### config.mk
export PLATFORM = sky130hd
export DESIGN_NAME = evec_ctrl
export DESIGN_NICKNAME = d
export VERILOG_FILES = /design/src/rtl/evec_pkg.sv /design/src/rtl/evec_edge.sv /design/src/rtl/evec_group.sv /design/src/rtl/evec_regif.sv /design/src/rtl/evec_ctrl.sv
export SDC_FILE = /design/constraint.sdc
export NUM_CORES = 1
export LEC_CHECK = 0
export ABC_AREA = 1
export CORE_UTILIZATION = 51
export CTS_CLUSTER_DIAMETER = 30
export DETAILED_ROUTE_END_ITERATION = 8
export DONT_BUFFER_PORTS = 1
export HOLD_SLACK_MARGIN = 0.15
export PLACE_DENSITY = 0.66
export SLEW_MARGIN = 5
export SYNTH_ARGS = -nofsm -noshare
export SYNTH_HDL_FRONTEND = slang
export SYNTH_SLANG_ARGS = --single-unit
### constraint.sdc
create_clock -name clk -period 2 [get_ports clk]
set_input_delay 0.1 -clock clk [delete_from_list [all_inputs] [get_ports clk]]
set_output_delay 0.1 -clock clk [all_outputs]
set_load 0.01 [all_outputs]
### src/rtl/evec_pkg.sv
package evec_pkg;
  localparam int unsigned VEC_PER_GRP = 32;
  localparam int unsigned MAX_GRP     = 8;
  localparam int unsigned EN_BASE     = 32'h20;
  localparam int unsigned WORD_BYTES  = 4;
  typedef logic [VEC_PER_GRP-1:0] vec_word_t;
endpackage

### src/rtl/evec_edge.sv
module evec_edge #(
  parameter int unsigned W = 32
) (
  input  logic         clk,
  input  logic         rst_n,
  input  logic [W-1:0] src_i,
  output logic [W-1:0] rise_o
);
  logic [W-1:0] hist_q;
  logic [W-1:0] hist_d;

  always_comb begin
    hist_d = src_i;
    rise_o = src_i & ~hist_q;
  end

  always_ff @(posedge clk or negedge rst_n) begin
    if (!rst_n) hist_q <= '0;
    else        hist_q <= hist_d;
  end
endmodule

### src/rtl/evec_group.sv
module evec_group
  import evec_pkg::*;
(
  input  logic      clk,
  input  logic      rst_n,
  input  vec_word_t rise_i,
  input  vec_word_t clr_i,
  input  logic      en_we_i,
  input  vec_word_t wdata_i,
  output vec_word_t pend_o,
  output vec_word_t en_o,
  output logic      irq_o
);
  vec_word_t pend_q, pend_d;
  vec_word_t en_q, en_d;
  logic      irq_q, irq_d;

  always_comb begin
    pend_d = (pend_q & ~clr_i) | rise_i;
    en_d   = wdata_i;
    irq_d  = |(pend_q & en_q);
  end

  always_ff @(posedge clk or negedge rst_n) begin
    if (!rst_n) begin
      pend_q <= '0;
      en_q   <= '0;
      irq_q  <= 1'b0;
    end else begin
      pend_q <= pend_d;
      if (en_we_i) en_q <= en_d;
      irq_q  <= irq_d;
    end
  end

  assign pend_o = pend_q;
  assign en_o   = en_q;
  assign irq_o  = irq_q;

  a_r3_set_wins: assert property (@(posedge clk) disable iff (!rst_n)
    (|rise_i) |=> ((pend_q & $past(rise_i)) == $past(rise_i)));
  a_r2_clear: assert property (@(posedge clk) disable iff (!rst_n)
    (|(clr_i & ~rise_i)) |=> ((pend_q & $past(clr_i & ~rise_i)) == '0));
  a_r5_sticky: assert property (@(posedge clk) disable iff (!rst_n)
    (|pend_q) |=> (($past(pend_q) & ~pend_q & ~$past(clr_i)) == '0));
  a_r6_en_hold: assert property (@(posedge clk) disable iff (!rst_n)
    !en_we_i |=> $stable(en_q));
  a_r7_masked: assert property (@(posedge clk) disable iff (!rst_n)
    (en_q == '0) |=> !irq_o);
endmodule

### src/rtl/evec_regif.sv
module evec_regif
  import evec_pkg::*;
#(
  parameter int unsigned NGRP   = 4,
  parameter int unsigned ADDR_W = 8
) (
  input  logic [ADDR_W-1:0]            addr_i,
  input  logic                         we_i,
  input  vec_word_t                    wdata_i,
  input  logic [NGRP-1:0][VEC_PER_GRP-1:0] pend_i,
  input  logic [NGRP-1:0][VEC_PER_GRP-1:0] en_i,
  output logic [NGRP-1:0][VEC_PER_GRP-1:0] pend_clr_o,
  output logic [NGRP-1:0]              en_we_o,
  output vec_word_t                    rdata_o
);
  localparam int unsigned IDX_LSB = 2;
  localparam int unsigned REG_LSB = 5;

  logic       aligned;
  logic [2:0] idx;
  logic       in_range;
  logic       hit_pend, hit_en;

  always_comb begin
    aligned  = (addr_i[1:0] == 2'b00);
    idx      = addr_i[REG_LSB-1:IDX_LSB];
    in_range = (int'(idx) < NGRP);
    hit_pend = aligned && in_range && (int'(addr_i >> REG_LSB) == 0);
    hit_en   = aligned && in_range && (int'(addr_i >> REG_LSB) == int'(EN_BASE >> REG_LSB));
    rdata_o    = '0;
    pend_clr_o = '0;
    en_we_o    = '0;
    for (int g = 0; g < NGRP; g++) begin
      if (int'(idx) == g) begin
        if (hit_pend) begin
          rdata_o       = pend_i[g];
          pend_clr_o[g] = we_i ? wdata_i : '0;
        end
        if (hit_en) begin
          rdata_o    = en_i[g];
          en_we_o[g] = we_i;
        end
      end
    end
  end
endmodule

### src/rtl/evec_ctrl.sv
module evec_ctrl
  import evec_pkg::*;
#(
  parameter int unsigned NGRP   = 4,
  parameter int unsigned ADDR_W = 8
) (
  input  logic                        clk,
  input  logic                        rst_n,
  input  logic [NGRP*VEC_PER_GRP-1:0] src_i,
  input  logic [ADDR_W-1:0]           bus_addr_i,
  input  logic                        bus_we_i,
  input  logic [31:0]                 bus_wdata_i,
  output logic [31:0]                 bus_rdata_o,
  output logic [NGRP-1:0]             irq_o
);
  localparam int unsigned NSRC = NGRP * VEC_PER_GRP;

  logic [NSRC-1:0]                     rise;
  logic [NGRP-1:0][VEC_PER_GRP-1:0]    pend_w, en_w, clr_w;
  logic [NGRP-1:0]                     en_we_w;

  evec_edge #(.W(NSRC)) u_edge (
    .clk(clk), .rst_n(rst_n), .src_i(src_i), .rise_o(rise)
  );

  evec_regif #(.NGRP(NGRP), .ADDR_W(ADDR_W)) u_regif (
    .addr_i(bus_addr_i), .we_i(bus_we_i), .wdata_i(bus_wdata_i),
    .pend_i(pend_w), .en_i(en_w), .pend_clr_o(clr_w),
    .en_we_o(en_we_w), .rdata_o(bus_rdata_o)
  );

  for (genvar g = 0; g < NGRP; g++) begin : g_grp
    evec_group u_grp (
      .clk(clk), .rst_n(rst_n),
      .rise_i(rise[g*VEC_PER_GRP +: VEC_PER_GRP]),
      .clr_i(clr_w[g]), .en_we_i(en_we_w[g]), .wdata_i(bus_wdata_i),
      .pend_o(pend_w[g]), .en_o(en_w[g]), .irq_o(irq_o[g])
    );
  end

  // Address classification computed from the port value, for the R9 checks
  logic mapped_pend, mapped_en;
  always_comb begin
    mapped_pend = (int'(bus_addr_i) % WORD_BYTES == 0) &&
                  (int'(bus_addr_i) < int'(NGRP * WORD_BYTES));
    mapped_en   = (int'(bus_addr_i) % WORD_BYTES == 0) &&
                  (int'(bus_addr_i) >= int'(EN_BASE)) &&
                  (int'(bus_addr_i) < int'(EN_BASE + NGRP * WORD_BYTES));
  end

  a_r9_rd_zero: assert property (@(posedge clk) disable iff (!rst_n)
    !(mapped_pend || mapped_en) |-> (bus_rdata_o == '0));
  a_r9_wr_ignored: assert property (@(posedge clk) disable iff (!rst_n)
    (bus_we_i && !mapped_en) |=> $stable(en_w));
endmodule

==> impl_metrics.json <==
{
  "max_freq_mhz": 573,
  "skew_ns": 0.0180,
  "p_leak_uw": 0.0106,
  "port_buffers": 0,
  "setup_violations": 0,
  "tightestPinTransition_ns": 1.15,
  "synth_nets": 2236,
  "die_w_um": 184,
  "layout.cells.most_common_list": "nand2_1, dfrtp_1, dlygate4sd3_1, o21ai_1, inv_1",
  "drtAntennaViolNets": 0,
  "grt_use_total_pct": 33.7,
  "cts_tree": "built",
  "dpl-instance-area_um2": 17400,
  "slew_headroom_pct": 23.1,
  "critPathLaunchType": "flip-flop",
  "postCtsSetupBuffers": 0,
  "ys_ff_latch": 388,
  "holdWs_ns": -0.780,
  "fin_nets": 2534,
  "crit_arrival_ns": 1.64,
  "swShare_pct": 22.8,
  "synth_area_per_cell_um2": 8.19,
  "gp_congestion": 0.866,
  "maxCapViolCount": 0,
  "critical_path_class": "reg2out",
  "hold_buffers": 288,
  "syn_inst": 2065,
  "cpMostUsedCell": "nand2_1",
  "comb_power_share_pct": 5.4,
  "syn_to_final_growth_pct": 36.6,
  "hold_violations": 388,
  "clk_latency_ns": 0.59,
  "hold_class": "in2async",
  "peakVddDrop_uv": 1020,
  "numCtsBuffers": 78,
  "design_area_um2": 23100,
  "p_sw_uw": 5310,
  "grt_pass1_vias": 15958,
  "core_um2": 32500,
  "top_usage_layer": "met2",
  "status": "finished, violations left",
  "dr.pass1.iters": 6,
  "tns_ns": 0,
  "drive_gt1_share_pct": 7.78,
  "cts.path.max_buffers": 3,
  "fp.dieH_um": 184,
  "cp-end-kind": "primary output",
  "dp_hpwl_um": 30800,
  "final_common_cell": "nand2_1",
  "critPathSlowestCell": "dfrtp_1",
  "cts.sinks": 388,
  "place_ws_ns": 0.440,
  "slowest_delay_ns": 0.39,
  "synth_cell_types": 21,
  "dieArea_um2": 33900,
  "ys_warn_count": 0,
  "final-max-slew-violation-count": 0,
  "post_drt_via_cell_ratio": 5.43,
  "clkPwrFrac_pct": 59.1,
  "met1_usage_pct": 43.2,
  "cellPowerDensity_nw_per_um2": 1010,
  "worstPathCellList": "inv_1, o21ai_0, nand2_1, nand3_1, nand2_1, nand2_1",
  "worst-path-buf-inv": 1,
  "p_int_uw": 18000,
  "min_period_ns": 1.74,
  "rsz0062_at_grt": "false",
  "grt_use_met2_pct": 56.5,
  "worstPathRequired_ns": 1.90,
  "grt_pass1_wl_um": 86700,
  "overflow": 0,
  "synthesis.area_um2": 16900,
  "num_vias": 15585,
  "wl_per_cell_um": 19.2,
  "grt_max_degree": 389,
  "path_delay_family": "simple AND/OR/NAND/NOR gates",
  "grt_use_met3_pct": 5.86,
  "htree_levels": 3,
  "final_util_pct": 71.0,
  "violations": "hold timing",
  "io_pins": 207,
  "fin_ws_ns": 0.255,
  "seqPwrFrac_pct": 35.5,
  "wl_um": 55100,
  "timing.final.crit_share_pct": 87.2,
  "drt_iter0_drc": 1651,
  "antenna_found_initial": 1,
  "initial_utilization_pct": 52.0,
  "cts_resized": 0,
  "remaining_drc_errors": 0,
  "cts.reportedPaths.clkPinSlew_ns": 0.05,
  "cts_root_buf": "clkbuf_16",
  "yosysSeqAreaShare_pct": 57.4,
  "path_max_fanout": 3,
  "num_rows": 66
}
flip-flops by register name (all words and copies together), names as in the netlist:
signal	flops
g_grp.u_grp.pend_o	128
g_grp.u_grp.irq_o	4
g_grp.u_grp.en_o	128
u_edge.hist_q	128
layout make-up:
class                      instances  area (µm²)
clock inverter                    43         548
multi-input combinational       1379        6060
clock buffer                     103        2290
tap                              442         553
inverter                         199         749
fill                            2344        9450
antenna                            1        2.50
timing repair buffer             317        3180
sequential                       388        9710
synthesized netlist by cell type, drive strengths merged:
library cell	count	area share (%)
buf	39	1.2
inv	199	4.4
nand4	52	1.9
nor2	32	0.80
o22ai	1	0.037
clkbuf	60	1.3
a21oi	3	0.089
dfrtp	388	57
o211ai	1	0.044
nor3	2	0.12
o21ai	277	8.2
nand2	819	18
nand3	170	5.0
a22o	22	1.1
path summary, 6_finish.rpt:
kind	start	end	slack, ns	cells after the start
min in group clk	bus_addr_i[4]	g_grp[3].u_grp.en_o[21]	0.20	5
hold / removal	rst_n	u_edge.hist_q[67]	-0.78	0
max in group asynchronous	rst_n	g_grp[3].u_grp.pend_o[8]	1.83	0
setup reg to reg	g_grp[0].u_grp.en_o[25]	g_grp[0].u_grp.irq_o	0.69	5
hold reg to reg	u_edge.hist_q[73]	g_grp[2].u_grp.pend_o[9]	0.47	3
setup / recovery	g_grp[0].u_grp.en_o[31]	bus_rdata_o[31]	0.26	6
logic make-up (layout without fill, tap and decap cells):
logic type	count (synthesis)	after routing	synth area share, %
AND/OR/NAND/NOR	1075	1075	26.1
flip-flops	388	388	57.4
AO/OA/AOI/OAI	304	304	9.51
buffers and inverters	298	662	6.94
other	0	1	0
stage by stage:
stage / power [µW] / hold WS [ns] / cells
after floorplan: 8850 / -0.196 / 2065
after global placement: 9090 / -0.184 / 2437
after detailed placement: 9100 / -0.186 / 2437
after CTS: 23300 / -0.808 / 2871
after global routing: 23900 / -0.791 / 2872
final: 23300 / -0.780 / 2872
power groups by stage:
stage / Combinational [µW] / Sequential [µW] / Clock (µW)
floorplan: 544 / 8310 / 0
global placement: 717 / 8370 / 0
detailed placement: 727 / 8380 / 0
CTS: 1220 / 8250 / 13800
global route: 1370 / 8280 / 14300
finish: 1270 / 8270 / 13800
metal layers:
layer	part of all wire [%]	routed length [µm]
met5	0	0
met4	3.2	1780
met3	7.1	3910
met2	49	27100
met1	40	22300
Power figures use the tool's default switching activity.
